File: src/rtl/exc_seq_pkg.sv
package exc_seq_pkg;

    localparam int FRAME_WORDS = 8;
    localparam int FRAME_BYTES = FRAME_WORDS * 4;
    localparam int WIDX_W      = $clog2(FRAME_WORDS);

    typedef enum logic [2:0] {
        S_IDLE,
        S_STACK,
        S_VFETCH,
        S_HANDLER,
        S_TCHAIN,
        S_UNSTACK
    } seq_state_t;

    typedef struct packed {
        logic              en;
        logic [WIDX_W-1:0] idx;
        logic [31:0]       data;
    } restore_t;

    function automatic logic [31:0] word_off(input logic [WIDX_W-1:0] w);
        return {{(32-WIDX_W-2){1'b0}}, w, 2'b00};
    endfunction

endpackage

File: src/rtl/exc_pend_arb.sv
module exc_pend_arb #(
    parameter int N_IRQ  = 8,
    parameter int PRIO_W = 3,
    localparam int IRQ_W = (N_IRQ > 1) ? $clog2(N_IRQ) : 1
) (
    input  logic                    clk,
    input  logic                    rst,
    input  logic [N_IRQ-1:0]        set,
    input  logic [N_IRQ*PRIO_W-1:0] prio,
    input  logic                    clr_en,
    input  logic [IRQ_W-1:0]        clr_idx,
    output logic                    best_valid,
    output logic [IRQ_W-1:0]        best_idx
);

    logic [N_IRQ-1:0]  pend;
    logic [N_IRQ-1:0]  clr_mask;
    logic [PRIO_W-1:0] best_prio;

    always_comb begin
        clr_mask = '0;
        if (clr_en) clr_mask[clr_idx] = 1'b1;
    end

    // a fresh request wins over a clear in the same cycle
    always_ff @(posedge clk) begin
        if (rst) pend <= '0;
        else     pend <= (pend & ~clr_mask) | set;
    end

    // strict less-than keeps the lower index on equal priority
    always_comb begin
        best_valid = 1'b0;
        best_idx   = '0;
        best_prio  = '0;
        for (int i = 0; i < N_IRQ; i++) begin
            if (pend[i] && (!best_valid || prio[i*PRIO_W +: PRIO_W] < best_prio)) begin
                best_valid = 1'b1;
                best_idx   = IRQ_W'(i);
                best_prio  = prio[i*PRIO_W +: PRIO_W];
            end
        end
    end

    assert_winner_pending_R2: assert property (@(posedge clk) disable iff (rst)
        best_valid |-> pend[best_idx]);

    assert_clear_only_pending_R8: assert property (@(posedge clk) disable iff (rst)
        clr_en |-> pend[clr_idx]);

    assert_clear_takes_effect_R8: assert property (@(posedge clk) disable iff (rst)
        (clr_en && !set[clr_idx]) |=> !pend[$past(clr_idx)]);

endmodule

File: src/rtl/exc_stack_ptr.sv
module exc_stack_ptr
    import exc_seq_pkg::*;
#(
    parameter logic [31:0] SP_RESET = 32'h2000_1000
) (
    input  logic              clk,
    input  logic              rst,
    input  logic              dec,
    input  logic              inc,
    input  logic [WIDX_W-1:0] widx,
    output logic [31:0]       sp,
    output logic [31:0]       word_addr
);

    always_ff @(posedge clk) begin
        if (rst)      sp <= SP_RESET;
        else if (dec) sp <= sp - 32'(FRAME_BYTES);
        else if (inc) sp <= sp + 32'(FRAME_BYTES);
    end

    assign word_addr = sp + word_off(widx);

    assert_sp_push_R3: assert property (@(posedge clk) disable iff (rst)
        dec |=> sp == $past(sp) - 32'(FRAME_BYTES));

    assert_sp_pop_R11: assert property (@(posedge clk) disable iff (rst)
        (inc && !dec) |=> sp == $past(sp) + 32'(FRAME_BYTES));

    assert_no_push_pop_R3: assert property (@(posedge clk) disable iff (rst)
        !(inc && dec));

endmodule

File: src/rtl/exc_entry_seq.sv
module exc_entry_seq
    import exc_seq_pkg::*;
#(
    parameter int          N_IRQ        = 8,
    parameter int          PRIO_W       = 3,
    parameter logic [31:0] VEC_BASE     = 32'h0000_0040,
    parameter logic [31:0] SP_RESET     = 32'h2000_1000,
    parameter logic [31:0] EXC_RET_INIT = 32'hFFFF_FFF9
) (
    input  logic                    clk,
    input  logic                    rst,
    input  logic [N_IRQ-1:0]        irq_set,
    input  logic [N_IRQ*PRIO_W-1:0] irq_prio,
    input  logic [FRAME_WORDS*32-1:0] ctx_words,
    output logic                    mw_en,
    output logic [31:0]             mw_addr,
    output logic [31:0]             mw_data,
    input  logic                    mw_ready,
    output logic                    mr_req,
    output logic [31:0]             mr_addr,
    input  logic                    mr_valid,
    input  logic [31:0]             mr_data,
    output logic                    handler_start,
    output logic [31:0]             handler_addr,
    output logic [31:0]             handler_lr,
    input  logic                    handler_ret,
    input  logic                    lr_wr,
    input  logic [31:0]             lr_wdata,
    output logic                    restore_en,
    output logic [WIDX_W-1:0]       restore_idx,
    output logic [31:0]             restore_data,
    output logic                    thread_resume,
    output logic [31:0]             sp_out
);

    localparam int IRQ_W = (N_IRQ > 1) ? $clog2(N_IRQ) : 1;
    localparam logic [WIDX_W-1:0] LAST_W = WIDX_W'(FRAME_WORDS - 1);

    seq_state_t        st;
    logic [WIDX_W-1:0] cnt;
    logic              rd_busy;
    logic [IRQ_W-1:0]  fetch_idx;
    logic [31:0]       exc_ret_q;
    logic              hs_q;
    logic [31:0]       haddr_q;
    restore_t          rs_q;
    logic              resume_q;

    logic              best_valid;
    logic [IRQ_W-1:0]  best_idx;
    logic              fetching, last, vec_back, vec_ok, sp_dec, sp_inc;
    logic [31:0]       word_addr;
    logic [31:0]       ctx_arr [FRAME_WORDS];

    always_comb begin
        for (int k = 0; k < FRAME_WORDS; k++) ctx_arr[k] = ctx_words[32*k +: 32];
    end

    assign fetching = (st == S_VFETCH) || (st == S_TCHAIN);
    assign last     = (cnt == LAST_W);
    assign vec_back = fetching && rd_busy && mr_valid;
    // the read answered for the request that is still the winner
    assign vec_ok   = vec_back && (best_idx == fetch_idx);
    assign sp_dec   = (st == S_IDLE) && best_valid;
    assign sp_inc   = (st == S_UNSTACK) && rd_busy && mr_valid && last;

    exc_pend_arb #(.N_IRQ(N_IRQ), .PRIO_W(PRIO_W)) u_arb (
        .clk        (clk),
        .rst        (rst),
        .set        (irq_set),
        .prio       (irq_prio),
        .clr_en     (vec_ok),
        .clr_idx    (fetch_idx),
        .best_valid (best_valid),
        .best_idx   (best_idx)
    );

    exc_stack_ptr #(.SP_RESET(SP_RESET)) u_sp (
        .clk       (clk),
        .rst       (rst),
        .dec       (sp_dec),
        .inc       (sp_inc),
        .widx      (cnt),
        .sp        (sp_out),
        .word_addr (word_addr)
    );

    assign mw_en   = (st == S_STACK);
    assign mw_addr = word_addr;
    assign mw_data = ctx_arr[cnt];
    assign mr_req  = !rd_busy && (fetching ? best_valid : (st == S_UNSTACK));
    assign mr_addr = fetching ? (VEC_BASE + ({{(32-IRQ_W){1'b0}}, best_idx} << 2))
                              : word_addr;

    always_ff @(posedge clk) begin
        if (rst) begin
            st        <= S_IDLE;
            cnt       <= '0;
            rd_busy   <= 1'b0;
            fetch_idx <= '0;
            exc_ret_q <= EXC_RET_INIT;
            hs_q      <= 1'b0;
            haddr_q   <= '0;
            rs_q      <= '0;
            resume_q  <= 1'b0;
        end else begin
            hs_q     <= 1'b0;
            rs_q.en  <= 1'b0;
            resume_q <= 1'b0;
            if (mr_req) begin
                rd_busy   <= 1'b1;
                fetch_idx <= best_idx;
            end
            case (st)
                S_IDLE: begin
                    if (best_valid) begin
                        st        <= S_STACK;
                        cnt       <= '0;
                        exc_ret_q <= EXC_RET_INIT;
                    end
                end
                S_STACK: begin
                    if (mw_ready) begin
                        cnt <= cnt + 1'b1;
                        if (last) st <= S_VFETCH;
                    end
                end
                S_VFETCH, S_TCHAIN: begin
                    if (vec_back) begin
                        rd_busy <= 1'b0;
                        if (vec_ok) begin
                            hs_q    <= 1'b1;
                            haddr_q <= mr_data;
                            st      <= S_HANDLER;
                        end
                    end
                end
                S_HANDLER: begin
                    if (lr_wr) exc_ret_q <= lr_wdata;
                    if (handler_ret) begin
                        cnt <= '0;
                        st  <= best_valid ? S_TCHAIN : S_UNSTACK;
                    end
                end
                S_UNSTACK: begin
                    if (rd_busy && mr_valid) begin
                        rd_busy   <= 1'b0;
                        rs_q.en   <= 1'b1;
                        rs_q.idx  <= cnt;
                        rs_q.data <= mr_data;
                        cnt       <= cnt + 1'b1;
                        if (last) begin
                            resume_q <= 1'b1;
                            st       <= S_IDLE;
                        end
                    end
                end
                default: st <= S_IDLE;
            endcase
        end
    end

    assign handler_start = hs_q;
    assign handler_addr  = haddr_q;
    assign handler_lr    = exc_ret_q;
    assign restore_en    = rs_q.en;
    assign restore_idx   = rs_q.idx;
    assign restore_data  = rs_q.data;
    assign thread_resume = resume_q;

    assert_start_enters_handler_R5: assert property (@(posedge clk) disable iff (rst)
        handler_start |-> st == S_HANDLER);

    assert_handler_quiet_R12: assert property (@(posedge clk) disable iff (rst)
        (st == S_HANDLER) |-> (!mw_en && !mr_req));

    assert_ports_exclusive_R6: assert property (@(posedge clk) disable iff (rst)
        !(mw_en && mr_req));

    assert_resume_with_last_word_R11: assert property (@(posedge clk) disable iff (rst)
        thread_resume |-> (restore_en && restore_idx == LAST_W && st == S_IDLE));

    assert_lr_kept_on_chain_R10: assert property (@(posedge clk) disable iff (rst)
        (st == S_TCHAIN) |=> $stable(exc_ret_q));

endmodule

File: config.mk
export PLATFORM = sky130hd
export DESIGN_NAME = exc_entry_seq
export DESIGN_NICKNAME = d
export VERILOG_FILES = /design/src/rtl/exc_seq_pkg.sv /design/src/rtl/exc_pend_arb.sv /design/src/rtl/exc_stack_ptr.sv /design/src/rtl/exc_entry_seq.sv
export SDC_FILE = /design/constraint.sdc
export NUM_CORES = 1
export LEC_CHECK = 0
export ABC_CLOCK_PERIOD_IN_PS = 23900
export BUFFER_PORTS_ARGS = -buffer_cell sky130_fd_sc_hd__buf_4
export CAP_MARGIN = 20
export CORE_AREA = 2 2 229 231
export DETAILED_ROUTE_END_ITERATION = 8
export DIE_AREA = 0 0 231 233
export PLACE_DENSITY = 0.43
export SYNTH_ARGS = -nofsm -noshare
export SYNTH_HDL_FRONTEND = slang
export SYNTH_SLANG_ARGS = --single-unit
export TNS_END_PERCENT = 50
File: constraint.sdc
create_clock -name clk -period 23.9 [get_ports clk]
set_input_delay 3.585 -clock clk [delete_from_list [all_inputs] [get_ports clk]]
set_output_delay 3.585 -clock clk [all_outputs]
set_load 0.01 [all_outputs]
; ---- Word-level counts from Yosys, hierarchy flattened
; Cells that the tools add are included.
[word_totals]
ff_bits = 152
word_cells = 155
latch_bits = 0
rom_bits = 0
mem_bits_rw = 0
memories = 0
[classes]
eq_ne = 16
n_lt_le_gt_ge = 10
n_reduce_logical = 46
bitwise = 8
muxes = 57
multipliers = 0
addsub = 5
shifts = 0
div_mod_pow = 0
[ops]
columns = op, count
row1 = 32-bit two-way mux, 7
row2 = 32-bit binary-select mux with 3-bit select, 1
row3 = 3-bit two-way mux, 23
row4 = 32-bit case mux with 2 select lines, 1
row5 = 36-bit two-way mux, 1
row6 = 32-bit by 5-bit adder with 32-bit output, 1
row7 = "32-bit by 6-bit adder with 32-bit output, second input constant", 1
row8 = "32-bit by 6-bit subtractor with 32-bit output, second input constant", 1
row9 = 3-bit < comparator, 7
row10 = 1-bit logical AND, 17
row11 = 1-bit two-way mux, 17
row12 = 3-bit case mux with 5 select lines, 1
row13 = 3-bit case mux with 4 select lines, 1
row14 = "2-bit != test, second input constant", 5
row15 = "3-bit equality test, second input constant", 3
row16 = "7-bit by 5-bit adder with 8-bit output, first input constant", 1
row17 = 8-bit bitwise AND, 1
row18 = 1-bit logical NOT, 8
row19 = 1-bit logical OR, 8
row20 = 8-bit two-way mux, 1
row21 = "2-bit by 1-bit != test with 1-bit output, second input constant", 4
row22 = 8-bit NOT, 1
row23 = 8-bit OR, 1
row24 = 8-bit AND reduction, 1
row25 = 20 further kinds, 29

; ---- Depth between registers and ports, before layout
[depth]
ltp_word = 35
mapped_depth = 53

; ---- Modules after synthesis
; A second synthesis with hierarchy kept.
[unflattened]
hier_cells = 1187
area_unflattened_um2 = 10237.3
[modules_own_cells]
columns = module, instances, area_per_inst_um2, cells_per_inst
row1 = exc_entry_seq, 1, 6423.7, 675
row2 = exc_stack_ptr, 1, 2560.0, 342
row3 = exc_pend_arb, 1, 1253.7, 170

; ---- Least setup slack after synthesis
; Ideal clock, no wire load.
[synth_path]
path_type = in2out
start = input irq_prio[1]
end = output mr_addr[3]
required_time_ps = 20315
n_path_buf = 0
setup_slack_ps = 8439
t_arrival_ps = 11876
cell_stages = 48
cell_sequence = nand2_1 > ha_1 > nor4bb_1 > o21ai_0 > a21bo_2 > mux2i_1 > inv_1 > ha_1 > a21oi_1 > o21ai_0 > o21ai_0 > mux2_2 > inv_1 > ha_1 > a21oi_1 > o21ai_1 > or2_2 > mux2_2 > [... 12 more ...] > nand2_1 > o21a_1 > ha_1 > a21oi_1 > o21ai_1 > o31ai_1 > a21oi_2 > nand2_1 > o21ai_0 > ha_1 > nor2_1 > nand2_1 > a21oi_1 > and4_1 > o211ai_2 > o2111ai_2 > nor2_1 > a21oi_1
[synth_between]
elab_chain_cells = 31
elab_cells_between_ends = 49
cone_classes = add/sub (1) / order compare (7) / mux (21) / reduce/logical (20)
[synth_rtl]
columns = element, line
row1 = start: declaration, exc_entry_seq.sv:13  ; input logic [N_IRQ*PRIO_W-1:0] irq_prio,
row2 = 3-bit two-way mux *, exc_pend_arb.sv:37  ; if (pend[i] && (!best_valid || prio[i*PRIO_W +: PRIO_W] < best_prio)) begin
row3 = 3-bit < comparator, exc_pend_arb.sv:37
row4 = 1-bit logical OR, exc_pend_arb.sv:37
row5 = 1-bit logical AND, exc_pend_arb.sv:37
row6 = 3-bit two-way mux or 1-bit two-way mux (tied branches), exc_pend_arb.sv:37
row7 = 3-bit < comparator or 1-bit logical NOT (tied branches), exc_pend_arb.sv:37
row8 = 1-bit logical OR, exc_pend_arb.sv:37
row9 = 1-bit logical AND, exc_pend_arb.sv:37
row10 = [... 15 more ...], n/a
row11 = 1-bit logical AND, exc_pend_arb.sv:37
row12 = 3-bit two-way mux or 1-bit two-way mux (tied branches), exc_pend_arb.sv:37
row13 = 3-bit < comparator or 1-bit logical NOT (tied branches), exc_pend_arb.sv:37
row14 = 1-bit logical OR, exc_pend_arb.sv:37
row15 = 1-bit logical AND, exc_pend_arb.sv:37
row16 = 3-bit two-way mux *, exc_pend_arb.sv:37
row17 = 7-bit by 5-bit adder with 8-bit output *, exc_entry_seq.sv:92  ; assign mr_addr = fetching ? (VEC_BASE + ({{(32-IRQ_W){1'b0}}, best_idx} << 2))
row18 = 32-bit two-way mux *, exc_entry_seq.sv:92
row19 = end: declaration, exc_entry_seq.sv:20  ; output logic [31:0] mr_addr,
; Mark *: on every way between the ends. The rest lies on a longest branch, timed or not.

; ---- Worst setup path after layout
[layout_path]
start = input irq_prio[1]
end = output mr_addr[4]
; The elaborated chain is that of the path after synthesis.

==> impl_metrics.tcl <==
set metrics [dict create \
    status "finished clean" \
    rsz0062_at_grt "no" \
    insertion_delay_ns 0.45 \
    fp-row-count 83 \
    crit_type "input port to primary output" \
    ir_drop_mv 0.0384 \
    start_kind "input port" \
    post-route-period-util 0.719 \
    worst_pin_slew_ns 1.06 \
    start_util 0.197 \
    setup_tns_ns 0 \
    combinationalPowerShare 0.550 \
    grt_overflow 0 \
    p_seq_frac 0.245 \
    cts_setup_buffers 0 \
    final_net_count 2036 \
    cts_tree "done" \
    fillCellCount 5479 \
    drc 0 \
    arrival_ns 13.59 \
    multiInputGateArea_um2 6480 \
    max_stage_delay_ns 0.47 \
    cp_slowest_cell "o21ai_0" \
    setup_viol 0 \
    yosysWarnings 0 \
    grt_pass1_wl_um 65600 \
    pin_count 590 \
    viasPerCell 4.48 \
    finClkSkew_ns 0.0131 \
    track_usage 0.163 \
    postCtsHoldBufs 0 \
    max_freq_ghz 0.0582 \
    p_sw_frac 0.418 \
    layout_setup_ws_ns 6.72 \
    drive_gt1_frac 0.455 \
    leakage_uw 0.00667 \
    drt_iter0_markers 624 \
    clock_power_share 0.205 \
    r2r_slack_ns 12.00 \
    placement.io_buffers 580 \
    seq_area_um2 2950 \
    ant_nets 0 \
    vias 10500 \
    fp.dieW_um 231 \
    ys_ff_latch 147 \
    synth-main-ff-cell "dfxtp_1" \
    place_ws_ns 6.89 \
    die_h_um 233 \
    grt_start_max_net_pins 81 \
    antenna_found_initial 6 \
    worstSetupEndpointType "primary output" \
    powerDensity_nw_per_um2 83.6 \
    crit_fanout 5 \
    syn_avg_cell_area_um2 8.94 \
    dp_hpwl_um 37100 \
    yosysSeqAreaShare 0.292 \
    p_switching_uw 539 \
    p_total_uw 1290 \
    gp_routability_congestion 0.924 \
    die_area_um2 53800 \
    post-route-min-period_ns 17.18 \
    syn_inst 1127 \
    clock_path_buffers 2 \
    cts_root_buf "clkbuf_16" \
    grt_pass1_vias 9979 \
    firstDrtPassIters 5 \
    ctsResizeCount 0 \
    synth.distinct_cells 75 \
    finalWirelength_um 46500 \
    cp.required_ns 20.32 \
    area_growth_pct 52.9 \
    cts.clk_slew.worst_paths_ns 0.06 \
    synthesis.area_um2 10100 \
    cts_sinks 147 \
    fin_cells 2334 \
    slew_headroom 0.294 \
    cts_buffers 17 \
    drv_slew 0 \
    core_region_area_um2 51100 \
    wl_per_cell_um 19.9 \
    hold_viol 0 \
    maxCapViolations 0 \
    async_flop_share 0 \
    dp_cells 2296 \
    htreeDepth 4 \
    p_int_uw 749 \
    hold_class "register to register" \
    synth_edf_count 0 \
]
sequential cells by signal (all words and copies together) (netlist names), 3 cells and up:
register      count
handler_addr     32
restore_idx       3
cnt               3
u_arb.pend        8
restore_data     32
st                3
fetch_idx         3
handler_lr       32
u_sp.sp          27
path summary, 6_finish.rpt:
kind	start	endpoint	cells after the start
setup / recovery	irq_prio[1]	mr_addr[4]	50
hold reg to reg	handler_lr[2]$_SDFFE_PP0P_	handler_lr[2]$_SDFFE_PP0P_	2
hold / removal	handler_lr[2]$_SDFFE_PP0P_	handler_lr[2]$_SDFFE_PP0P_	2
setup reg to reg	u_arb.pend[0]$_SDFF_PP0_	handler_addr[25]$_SDFFE_PP0P_	49
synthesized netlist by cell type (all sizes together), types with 3 or more instances:
cell     count  area, µm²
clkbuf      52        195
dfxtp      147       2940
a21o        10       75.1
or2          4       25.0
a211oi      18        135
nor4         4       40.0
o2111ai      3       32.5
ha          41        513
xnor2       15        131
nor3        51        255
o21a        16        121
or4          4       37.5
and3         4       25.0
a221oi       3       43.8
o21bai      36        270
o21ai       33        165
inv         22       82.6
xor2         7       61.3
nor2b       38        238
nand3       10       50.1
mux2        38        428
buf         56        409
a211o        5       43.8
or3          5       31.3
nor2       120        458
a21oi       87        439
mux2i       39        390
o211ai       4       35.0
mux4        64       1440
nand2b       5       31.3
a31oi       11       68.8
nand2      136        510
power groups by stage:
stage / registers [µW] / logic (µW) / clock network (µW)
finish: 316 / 708 / 264
global route: 322 / 787 / 288
floorplan: 307 / 485 / 0
CTS: 318 / 713 / 276
global placement: 322 / 710 / 0
detailed placement: 323 / 709 / 0
logic make-up (layout without fill, tap and decap cells):
kind of cell	Yosys count	count (layout)	share of synthesized area
adder cells (fa/ha/maj)	42	42	0.0529
AO/OA/AOI/OAI	247	247	0.160
other	1	14	0.000372
multiplexers	141	141	0.224
AND/OR/NAND/NOR	396	396	0.182
buffers and inverters	131	645	0.0691
XOR/XNOR	22	22	0.0191
flip-flops	147	147	0.292
metal layers:
layer / wire length [µm] / vias to the layer above / track usage / part of all wire
li1: - / 5075 / - / -
met4: 308 / 4 / 0.0296 / 0.0066
met1: 21400 / 4970 / 0.231 / 0.46
met2: 19800 / 396 / 0.226 / 0.43
met3: 4900 / 22 / 0.0684 / 0.11
met5: 25 / - / 0.0202 / 0.00054
worst max-delay path, delay by kind of cell:
kind                     cells  cell delay, ns
AND/OR/NAND/NOR             10            1.72
AO/OA/AOI/OAI               24            4.89
buffers and inverters        5            0.43
multiplexers                 4            1.15
adder cells (fa/ha/maj)      7            1.83
area by class of cell:
cell class / count / share of cell area
Tap cell: 680 / 0.0553
Clock buffer: 19 / 0.0294
Clock inverter: 13 / 0.00748
Antenna cell: 5 / 0.000813
Inverter: 22 / 0.00536
Sequential cell: 147 / 0.192
Timing Repair Buffer: 591 / 0.289
Multi-Input combinational cell: 857 / 0.421
cells in the final DEF, fill, tap and decap left out, types with 39 or more instances in the layout:
cell and count:
a21oi_1 84, buf_4 590, dfxtp_1 144, ha_1 41, mux2i_1 39, mux4_2 64
nand2_1 136, nor2_1 118, nor3_1 51
per-stage QoR:
| step | area, µm² | util | hold WS (ns) |
|---|---|---|---|
| after global routing | 15400 | 0.301 | 0.479 |
| after floorplan | 10100 | - | 0.476 |
| final | 15400 | 0.301 | 0.457 |
| after global placement | 14800 | 0.290 | 0.443 |
| after CTS | 15400 | 0.301 | 0.460 |
| after detailed placement | 14800 | 0.290 | 0.450 |
Note: power is estimated with default switching activity, not from simulation.
